===== src/rtl/vpt_pkg.sv =====
package vpt_pkg;
  localparam int unsigned VA_W  = 32;
  localparam int unsigned PA_W  = 32;
  localparam int unsigned OFS_W = 12;
  localparam int unsigned PTE_W = 32;

  // entry flag positions (decoded by software and by this unit alike)
  localparam int unsigned PTE_VALID = 0;
  localparam int unsigned PTE_RO    = 1;
  localparam int unsigned PTE_USE   = 2;
  localparam int unsigned PTE_MOD   = 3;

  typedef enum logic [1:0] {
    EXC_NONE    = 2'd0,
    EXC_RANGE   = 2'd1,
    EXC_INVALID = 2'd2,
    EXC_PROT    = 2'd3
  } exc_e;

  typedef enum logic [1:0] {
    ST_IDLE  = 2'd0,
    ST_FETCH = 2'd1,
    ST_WBACK = 2'd2,
    ST_DONE  = 2'd3
  } walk_st_e;
endpackage


===== src/rtl/vpt_ctx_regs.sv =====
module vpt_ctx_regs #(
  parameter int unsigned PA_W = 32
) (
  input  logic            clk,
  input  logic            rst_n,
  input  logic            cfg_we,
  input  logic            cfg_sel,
  input  logic [PA_W-1:0] cfg_wdata,
  output logic [PA_W-1:0] tbl_base,
  output logic [PA_W-1:0] tbl_len
);
  logic            base_en;
  logic            len_en;
  logic [PA_W-1:0] base_q;
  logic [PA_W-1:0] len_q;

  always_comb begin
    base_en = cfg_we && !cfg_sel;
    len_en  = cfg_we &&  cfg_sel;
  end

  always_ff @(posedge clk or negedge rst_n) begin
    if (!rst_n) begin
      base_q <= '0;
    end else if (base_en) begin
      base_q <= cfg_wdata;
    end
  end

  always_ff @(posedge clk or negedge rst_n) begin
    if (!rst_n) begin
      len_q <= '0;
    end else if (len_en) begin
      len_q <= cfg_wdata;
    end
  end

  assign tbl_base = base_q;
  assign tbl_len  = len_q;
endmodule


===== src/rtl/vpt_pte_eval.sv =====
module vpt_pte_eval
  import vpt_pkg::*;
#(
  parameter int unsigned PA_W  = 32,
  parameter int unsigned OFS_W = 12,
  parameter int unsigned PTE_W = 32
) (
  input  logic                  is_write,
  input  logic [PTE_W-1:0]      pte,
  output exc_e                  fault,
  output logic [PTE_W-1:0]      pte_upd,
  output logic                  need_wb,
  output logic [PA_W-OFS_W-1:0] frame
);
  localparam int unsigned FRM_W = PA_W - OFS_W;

  always_comb begin
    pte_upd = pte;
    fault   = EXC_NONE;
    if (!pte[PTE_VALID]) begin
      fault = EXC_INVALID;
    end else if (is_write && pte[PTE_RO]) begin
      fault = EXC_PROT;
    end else begin
      pte_upd[PTE_USE] = 1'b1;
      if (is_write) begin
        pte_upd[PTE_MOD] = 1'b1;
      end
    end
  end

  assign need_wb = (fault == EXC_NONE) && (pte_upd != pte);
  assign frame   = pte[PTE_W-1 -: FRM_W];
endmodule


===== src/rtl/vpt_walk_fsm.sv =====
module vpt_walk_fsm
  import vpt_pkg::*;
#(
  parameter int unsigned VA_W  = 32,
  parameter int unsigned PA_W  = 32,
  parameter int unsigned OFS_W = 12,
  parameter int unsigned PTE_W = 32
) (
  input  logic                  clk,
  input  logic                  rst_n,
  input  logic                  req_valid,
  input  logic [VA_W-1:0]       req_vaddr,
  input  logic                  req_write,
  output logic                  req_ready,
  input  logic [PA_W-1:0]       tbl_base,
  input  logic [PA_W-1:0]       tbl_len,
  output logic                  mem_req,
  output logic                  mem_we,
  output logic [PA_W-1:0]       mem_addr,
  output logic [PTE_W-1:0]      mem_wdata,
  input  logic                  mem_ack,
  output logic                  ev_write,
  input  exc_e                  ev_fault,
  input  logic [PTE_W-1:0]      ev_pte_upd,
  input  logic                  ev_need_wb,
  input  logic [PA_W-OFS_W-1:0] ev_frame,
  output logic                  rsp_done,
  output logic [PA_W-1:0]       rsp_paddr,
  output logic [1:0]            rsp_exc
);
  localparam int unsigned PN_W   = VA_W - OFS_W;
  localparam int unsigned FRM_W  = PA_W - OFS_W;
  localparam int unsigned ENT_SH = $clog2(PTE_W / 8);

  walk_st_e               st_q, st_d;
  logic [OFS_W-1:0]       ofs_q, ofs_d;
  logic                   wr_q, wr_d;
  logic [PA_W-1:0]        addr_q, addr_d;
  logic [PTE_W-1:0]       wdat_q, wdat_d;
  exc_e                   exc_q, exc_d;
  logic [FRM_W-1:0]       frm_q, frm_d;

  logic [PN_W-1:0]        page;
  logic [PA_W-1:0]        page_ext;
  logic [PA_W-1:0]        ent_addr;
  logic                   in_range;

  always_comb begin
    page     = req_vaddr[VA_W-1:OFS_W];
    page_ext = PA_W'(page);
    ent_addr = tbl_base + (page_ext << ENT_SH);
    in_range = page_ext < tbl_len;
  end

  always_comb begin
    st_d   = st_q;
    ofs_d  = ofs_q;
    wr_d   = wr_q;
    addr_d = addr_q;
    wdat_d = wdat_q;
    exc_d  = exc_q;
    frm_d  = frm_q;
    unique case (st_q)
      ST_IDLE: begin
        if (req_valid) begin
          ofs_d = req_vaddr[OFS_W-1:0];
          wr_d  = req_write;
          frm_d = '0;
          if (in_range) begin
            addr_d = ent_addr;
            exc_d  = EXC_NONE;
            st_d   = ST_FETCH;
          end else begin
            exc_d = EXC_RANGE;
            st_d  = ST_DONE;
          end
        end
      end
      ST_FETCH: begin
        if (mem_ack) begin
          exc_d  = ev_fault;
          frm_d  = ev_frame;
          wdat_d = ev_pte_upd;
          if (ev_need_wb) begin
            st_d = ST_WBACK;
          end else begin
            st_d = ST_DONE;
          end
        end
      end
      ST_WBACK: begin
        if (mem_ack) begin
          st_d = ST_DONE;
        end
      end
      ST_DONE: begin
        st_d = ST_IDLE;
      end
      default: st_d = ST_IDLE;
    endcase
  end

  always_ff @(posedge clk or negedge rst_n) begin
    if (!rst_n) begin
      st_q   <= ST_IDLE;
      ofs_q  <= '0;
      wr_q   <= 1'b0;
      addr_q <= '0;
      wdat_q <= '0;
      exc_q  <= EXC_NONE;
      frm_q  <= '0;
    end else begin
      st_q   <= st_d;
      ofs_q  <= ofs_d;
      wr_q   <= wr_d;
      addr_q <= addr_d;
      wdat_q <= wdat_d;
      exc_q  <= exc_d;
      frm_q  <= frm_d;
    end
  end

  always_comb begin
    req_ready = (st_q == ST_IDLE);
    mem_req   = (st_q == ST_FETCH) || (st_q == ST_WBACK);
    mem_we    = (st_q == ST_WBACK);
    mem_addr  = addr_q;
    mem_wdata = wdat_q;
    ev_write  = wr_q;
    rsp_done  = (st_q == ST_DONE);
    rsp_exc   = exc_q;
    rsp_paddr = (exc_q == EXC_NONE) ? {frm_q, ofs_q} : '0;
  end
endmodule


===== src/rtl/vpt_xlate.sv =====
module vpt_xlate
  import vpt_pkg::*;
#(
  parameter int unsigned VA_W  = vpt_pkg::VA_W,
  parameter int unsigned PA_W  = vpt_pkg::PA_W,
  parameter int unsigned OFS_W = vpt_pkg::OFS_W,
  parameter int unsigned PTE_W = vpt_pkg::PTE_W
) (
  input  logic             clk,
  input  logic             rst_n,
  input  logic             cfg_we,
  input  logic             cfg_sel,
  input  logic [PA_W-1:0]  cfg_wdata,
  input  logic             req_valid,
  output logic             req_ready,
  input  logic [VA_W-1:0]  req_vaddr,
  input  logic             req_write,
  output logic             rsp_done,
  output logic [PA_W-1:0]  rsp_paddr,
  output logic [1:0]       rsp_exc,
  output logic             mem_req,
  output logic             mem_we,
  output logic [PA_W-1:0]  mem_addr,
  output logic [PTE_W-1:0] mem_wdata,
  input  logic             mem_ack,
  input  logic [PTE_W-1:0] mem_rdata
);
  localparam int unsigned FRM_W = PA_W - OFS_W;

  logic [PA_W-1:0]  tbl_base;
  logic [PA_W-1:0]  tbl_len;
  logic             ev_write;
  exc_e             ev_fault;
  logic [PTE_W-1:0] ev_pte_upd;
  logic             ev_need_wb;
  logic [FRM_W-1:0] ev_frame;

  vpt_ctx_regs #(.PA_W(PA_W)) u_regs (
    .clk       (clk),
    .rst_n     (rst_n),
    .cfg_we    (cfg_we),
    .cfg_sel   (cfg_sel),
    .cfg_wdata (cfg_wdata),
    .tbl_base  (tbl_base),
    .tbl_len   (tbl_len)
  );

  vpt_pte_eval #(.PA_W(PA_W), .OFS_W(OFS_W), .PTE_W(PTE_W)) u_eval (
    .is_write (ev_write),
    .pte      (mem_rdata),
    .fault    (ev_fault),
    .pte_upd  (ev_pte_upd),
    .need_wb  (ev_need_wb),
    .frame    (ev_frame)
  );

  vpt_walk_fsm #(.VA_W(VA_W), .PA_W(PA_W), .OFS_W(OFS_W), .PTE_W(PTE_W)) u_walk (
    .clk        (clk),
    .rst_n      (rst_n),
    .req_valid  (req_valid),
    .req_vaddr  (req_vaddr),
    .req_write  (req_write),
    .req_ready  (req_ready),
    .tbl_base   (tbl_base),
    .tbl_len    (tbl_len),
    .mem_req    (mem_req),
    .mem_we     (mem_we),
    .mem_addr   (mem_addr),
    .mem_wdata  (mem_wdata),
    .mem_ack    (mem_ack),
    .ev_write   (ev_write),
    .ev_fault   (ev_fault),
    .ev_pte_upd (ev_pte_upd),
    .ev_need_wb (ev_need_wb),
    .ev_frame   (ev_frame),
    .rsp_done   (rsp_done),
    .rsp_paddr  (rsp_paddr),
    .rsp_exc    (rsp_exc)
  );
endmodule


===== config.mk =====
export PLATFORM = sky130hd
export DESIGN_NAME = vpt_xlate
export DESIGN_NICKNAME = d
export VERILOG_FILES = /design/src/rtl/vpt_pkg.sv /design/src/rtl/vpt_ctx_regs.sv /design/src/rtl/vpt_pte_eval.sv /design/src/rtl/vpt_walk_fsm.sv /design/src/rtl/vpt_xlate.sv
export SDC_FILE = /design/constraint.sdc
export NUM_CORES = 1
export LEC_CHECK = 0
export ABC_AREA = 1
export BUFFER_PORTS_ARGS = -buffer_cell sky130_fd_sc_hd__buf_2
export CORE_MARGIN = 2
export CORE_UTILIZATION = 30
export CTS_BUF_LIST = sky130_fd_sc_hd__clkbuf_8 sky130_fd_sc_hd__clkbuf_16
export DETAILED_ROUTE_END_ITERATION = 6
export PLACE_DENSITY = 0.57
export SYNTH_ARGS = -nofsm -noshare
export SYNTH_HDL_FRONTEND = slang
export SYNTH_SLANG_ARGS = --single-unit

===== constraint.sdc =====
create_clock -name clk -period 2.75 [get_ports clk]
set_clock_uncertainty 0.15 [all_clocks]
set_input_delay 0.1375 -clock clk [delete_from_list [all_inputs] [get_ports clk]]
set_output_delay 0.1375 -clock clk [all_outputs]
set_load 0.01 [all_outputs]

==> impl_metrics.py <==
metrics = {
    "global_routing": {
        "grt_pass1_vias": 8056,
        "antenna_found_initial": 0,
        "global_route.overflow_total": 0,
        "maximum_number_of_pins_on_one_net_before_global_route_repair": 70,
        "groute.usage.overall_pct": 16.34,
        "grt_pass1_wl_um": 41070,
    },
    "timing": {
        "finalWorstPathRequiredPeriod_ps": 2288,
        "slew_headroom_pct": 29.17,
        "finalSetupTns_ps": 0,
        "finalHoldViolCount": 0,
        "drv_slew": 0,
        "max_clock_freq_ghz": 0.4371,
        "period_share_pct": 83.20,
        "tightest_slew_ps": 1059,
        "rsz0062_at_grt": "no",
        "timing.final.setup_violations": 0,
    },
    "run_status": {
        "outcome": "finished, violations left",
        "failing_checks": "design-rule violations",
    },
    "setup_path": {
        "required_ps": 2920,
        "critical_path.startpoint": "u_regs.tbl_base[2]",
        "worstPathBufferInverterCount": 0,
        "worst-setup-path-type": "flip-flop to flip-flop",
        "setup.worst_path.start_class": "flip-flop",
        "crit_path_top_delay_cell": "fa_1",
        "crit_path_frequent_cell": "nand2_1",
        "critical_path.max_stage_delay_ps": 440,
        "crit_path_cell_trace": "ha_1, fa_1, nand3_1, nand3_1, nand2_1, nand2_1, nand2_1, nand3_1, nand2_1, nand2_1, nand3_1, nand2_1",
        "reg2reg_from": "u_regs.tbl_base[2]",
        "crit_arrival_ps": 2460,
        "worst_path_dominant_cell_family": "simple AND/OR/NAND/NOR gates",
        "reg2reg_setup_slack_ps": 460,
        "setup.worst_path.end_class": "flip-flop",
        "worstPathMaxFanout": 4,
    },
    "placement": {
        "gp_congestion": 0.8936,
        "place_area_mm2": 0.01059,
        "portBuffers": 204,
        "numPlacedInstances": 1806,
        "hpwl_um": 19480,
    },
    "power_and_ir_drop": {
        "ir_worst_vdd_uv": 409.5,
        "total_power_mw": 9.602,
        "pwr_density_cell_mw_per_mm2": 802.6,
        "p_leak_nw": 6.642,
    },
    "die": {
        "die_x_um": 178.9,
        "initial_util_pct": 30.24,
        "placeableCoreArea_mm2": 0.03035,
        "die_height_um": 178.9,
        "fp.dieArea_mm2": 0.03201,
        "io_pins": 205,
        "placement_rows": 64,
    },
    "yosys": {
        "number_of_flops_mapped_to_enable_cells_by_yosys": 0,
        "synthesis.instances": 1237,
        "yosysTopAreaCell": "dfrtp_1",
        "synthFlopType": "dfrtp_1",
        "netlist.area_leader.share_pct": 44.99,
        "most_instantiated_cells_after_synthesis": "nand2_1 (448), inv_1 (184), dfrtp_1 (165)",
        "avgSynthCellArea_um2": 7.419,
        "synth_seq_area_share_pct": 44.99,
        "ys_types": 38,
        "synth_cell_area_mm2": 0.009178,
        "synth.ff_latch_count": 165,
        "syn_nets": 1384,
        "yosys-top-cells-area": "dfrtp_1 (45%), nand2_1 (18%), inv_1 (7.5%)",
        "async_sr_flop_fraction_pct": 100.0,
        "yosysMostFrequentCell": "nand2_1",
        "yosysWarnings": 0,
    },
    "drt": {
        "post_drt_wl_per_cell_um": 13.42,
        "drt_wl_total_um": 25750,
        "drt_iter0_markers": 410,
        "drtAntennaViolNets": 0,
        "vias_per_cell": 4.448,
        "num_vias": 8535,
        "detail_route.drc_violations": 1,
        "drt_pass1_iterations": 7,
    },
    "clock_tree": {
        "cts-root-buf": "clkbuf_16",
        "cts_setup_buffers": 0,
        "path_clk_slew_ps": 70,
        "num_cts_buffers": 17,
        "htreeDepth": 4,
        "clock_insertion_delay_worst_skew_ps": 440,
        "max_buffers_root_to_sink": 2,
        "cts_resized": 0,
        "sink_count_of_the_clock_tree": 165,
        "cts_tree": "built",
    },
    "finish": {
        "multiInputGateArea_mm2": 0.004138,
        "final_cell_area_mm2": 0.01196,
        "area_growth_syn_to_layout_pct": 30.36,
        "layout.core_utilization_pct": 39.42,
        "layout.cells.non_filler": 1919,
        "antenna-diode-count": 0,
        "fin_nets": 1657,
        "final_layout_size_suffix_gt1_share_pct": 18.65,
        "fillCellCount": 3149,
        "final-seq-area_mm2": 0.004129,
    },
    "flow_run": {
        "max_cap_violations": 0,
    },
    "min_path": {
        "min_delay_path_class": "input pin to flip-flop",
        "worst_hold_startpoint": "mem_ack",
    },
}
-- final cells by class --
cell class	count	area share, %
repair buffers	297	16.22
inverters	186	5.836
clock buffers	17	3.556
flip-flops and latches	165	34.51
well taps	396	4.141
clock inverters	15	1.150
multi-input cells	843	34.58
-- per-stage QoR --
stage	setup WS, ps	hold slack (ps)
after floorplan	729.1	-308.1
after global placement	522.9	46.36
after detailed placement	473.9	50.45
after CTS	455.7	10.72
after global routing	214.6	67.06
final	462.0	19.38
-- kinds of logic (layout without fill, tap and decap cells) --
group | Yosys count | after routing | share of synthesized area (%)
and+or+nand+nor | 656 | 656 | 30.55
buffers and inverters | 229 | 515 | 9.979
DFF | 165 | 165 | 44.99
AOI/OAI and AO/OA | 132 | 132 | 7.348
adders and majority gates | 44 | 44 | 6.080
xor gates and xnor gates | 11 | 11 | 1.050
-- what timing repair did --
action                                 CTS  global route
hold buffers                            81             0
setup endpoints to repair                0             0
endpoints found under the hold margin  197             0
-- worst reg2reg max path: cells and delay by family, from the launching register on --
family	cells	cell delay, ps
AND/OR/NAND/NOR	10	960
adder cells (fa/ha/maj)	2	690
flip-flops	1	380
-- cells in the final DEF, fill, tap and decap left out, types with 10 or more instances in the layout --
| master | count |
|---|---|
| buf_4 | 11 |
| nand2_1 | 446 |
| dlygate4sd3_1 | 81 |
| a21oi_1 | 23 |
| xor2_1 | 11 |
| clkbuf_16 | 17 |
| nand2_2 | 13 |
| nor2_1 | 64 |
| nand3_1 | 68 |
| inv_1 | 185 |
| ha_1 | 43 |
| nand4_1 | 29 |
| buf_2 | 203 |
| o21ai_0 | 94 |
| dfrtp_1 | 165 |
| o21ai_1 | 10 |
-- worst paths after layout --
path,end,cells past startpoint
max,u_walk.mem_addr[26],12
min,u_walk.st_q[1],4
max reg2reg,u_walk.mem_addr[26],12
min reg2reg,u_walk.mem_addr[0],2
max in group asynchronous,u_walk.mem_addr[30],3
min in group asynchronous,u_regs.tbl_len[7],2
-- registers in the layout, summed over array words and instances, names as in the netlist --
register	count
u_walk.ofs_q	12
u_walk.rsp_exc	2
u_walk.mem_wdata	32
u_regs.tbl_base	32
u_walk.mem_addr	32
u_regs.tbl_len	32
u_walk.st_q	2
u_walk.ev_write	1
u_walk.frm_q	20
-- power by group --
part | switching [mW] | internal, mW | total, mW
logic | 2.35 | 1.36 | 3.71
clock network | 1.14 | 1.20 | 2.34
registers | 0.395 | 3.16 | 3.56
-- per-layer routing --
layer  wire length (µm)  global-route usage (%)  share of wire, %  vias to the layer above
met5                  0                       0                 0                        -
met4                341                   4.438               1.3                        0
met3               1415                   3.223               5.5                       22
met2              11500                   25.85                45                      207
met1              12490                   22.74                49                     3904
li1                   -                       -                 -                     4402
No activity file was read; power rests on OpenSTA's default activity.
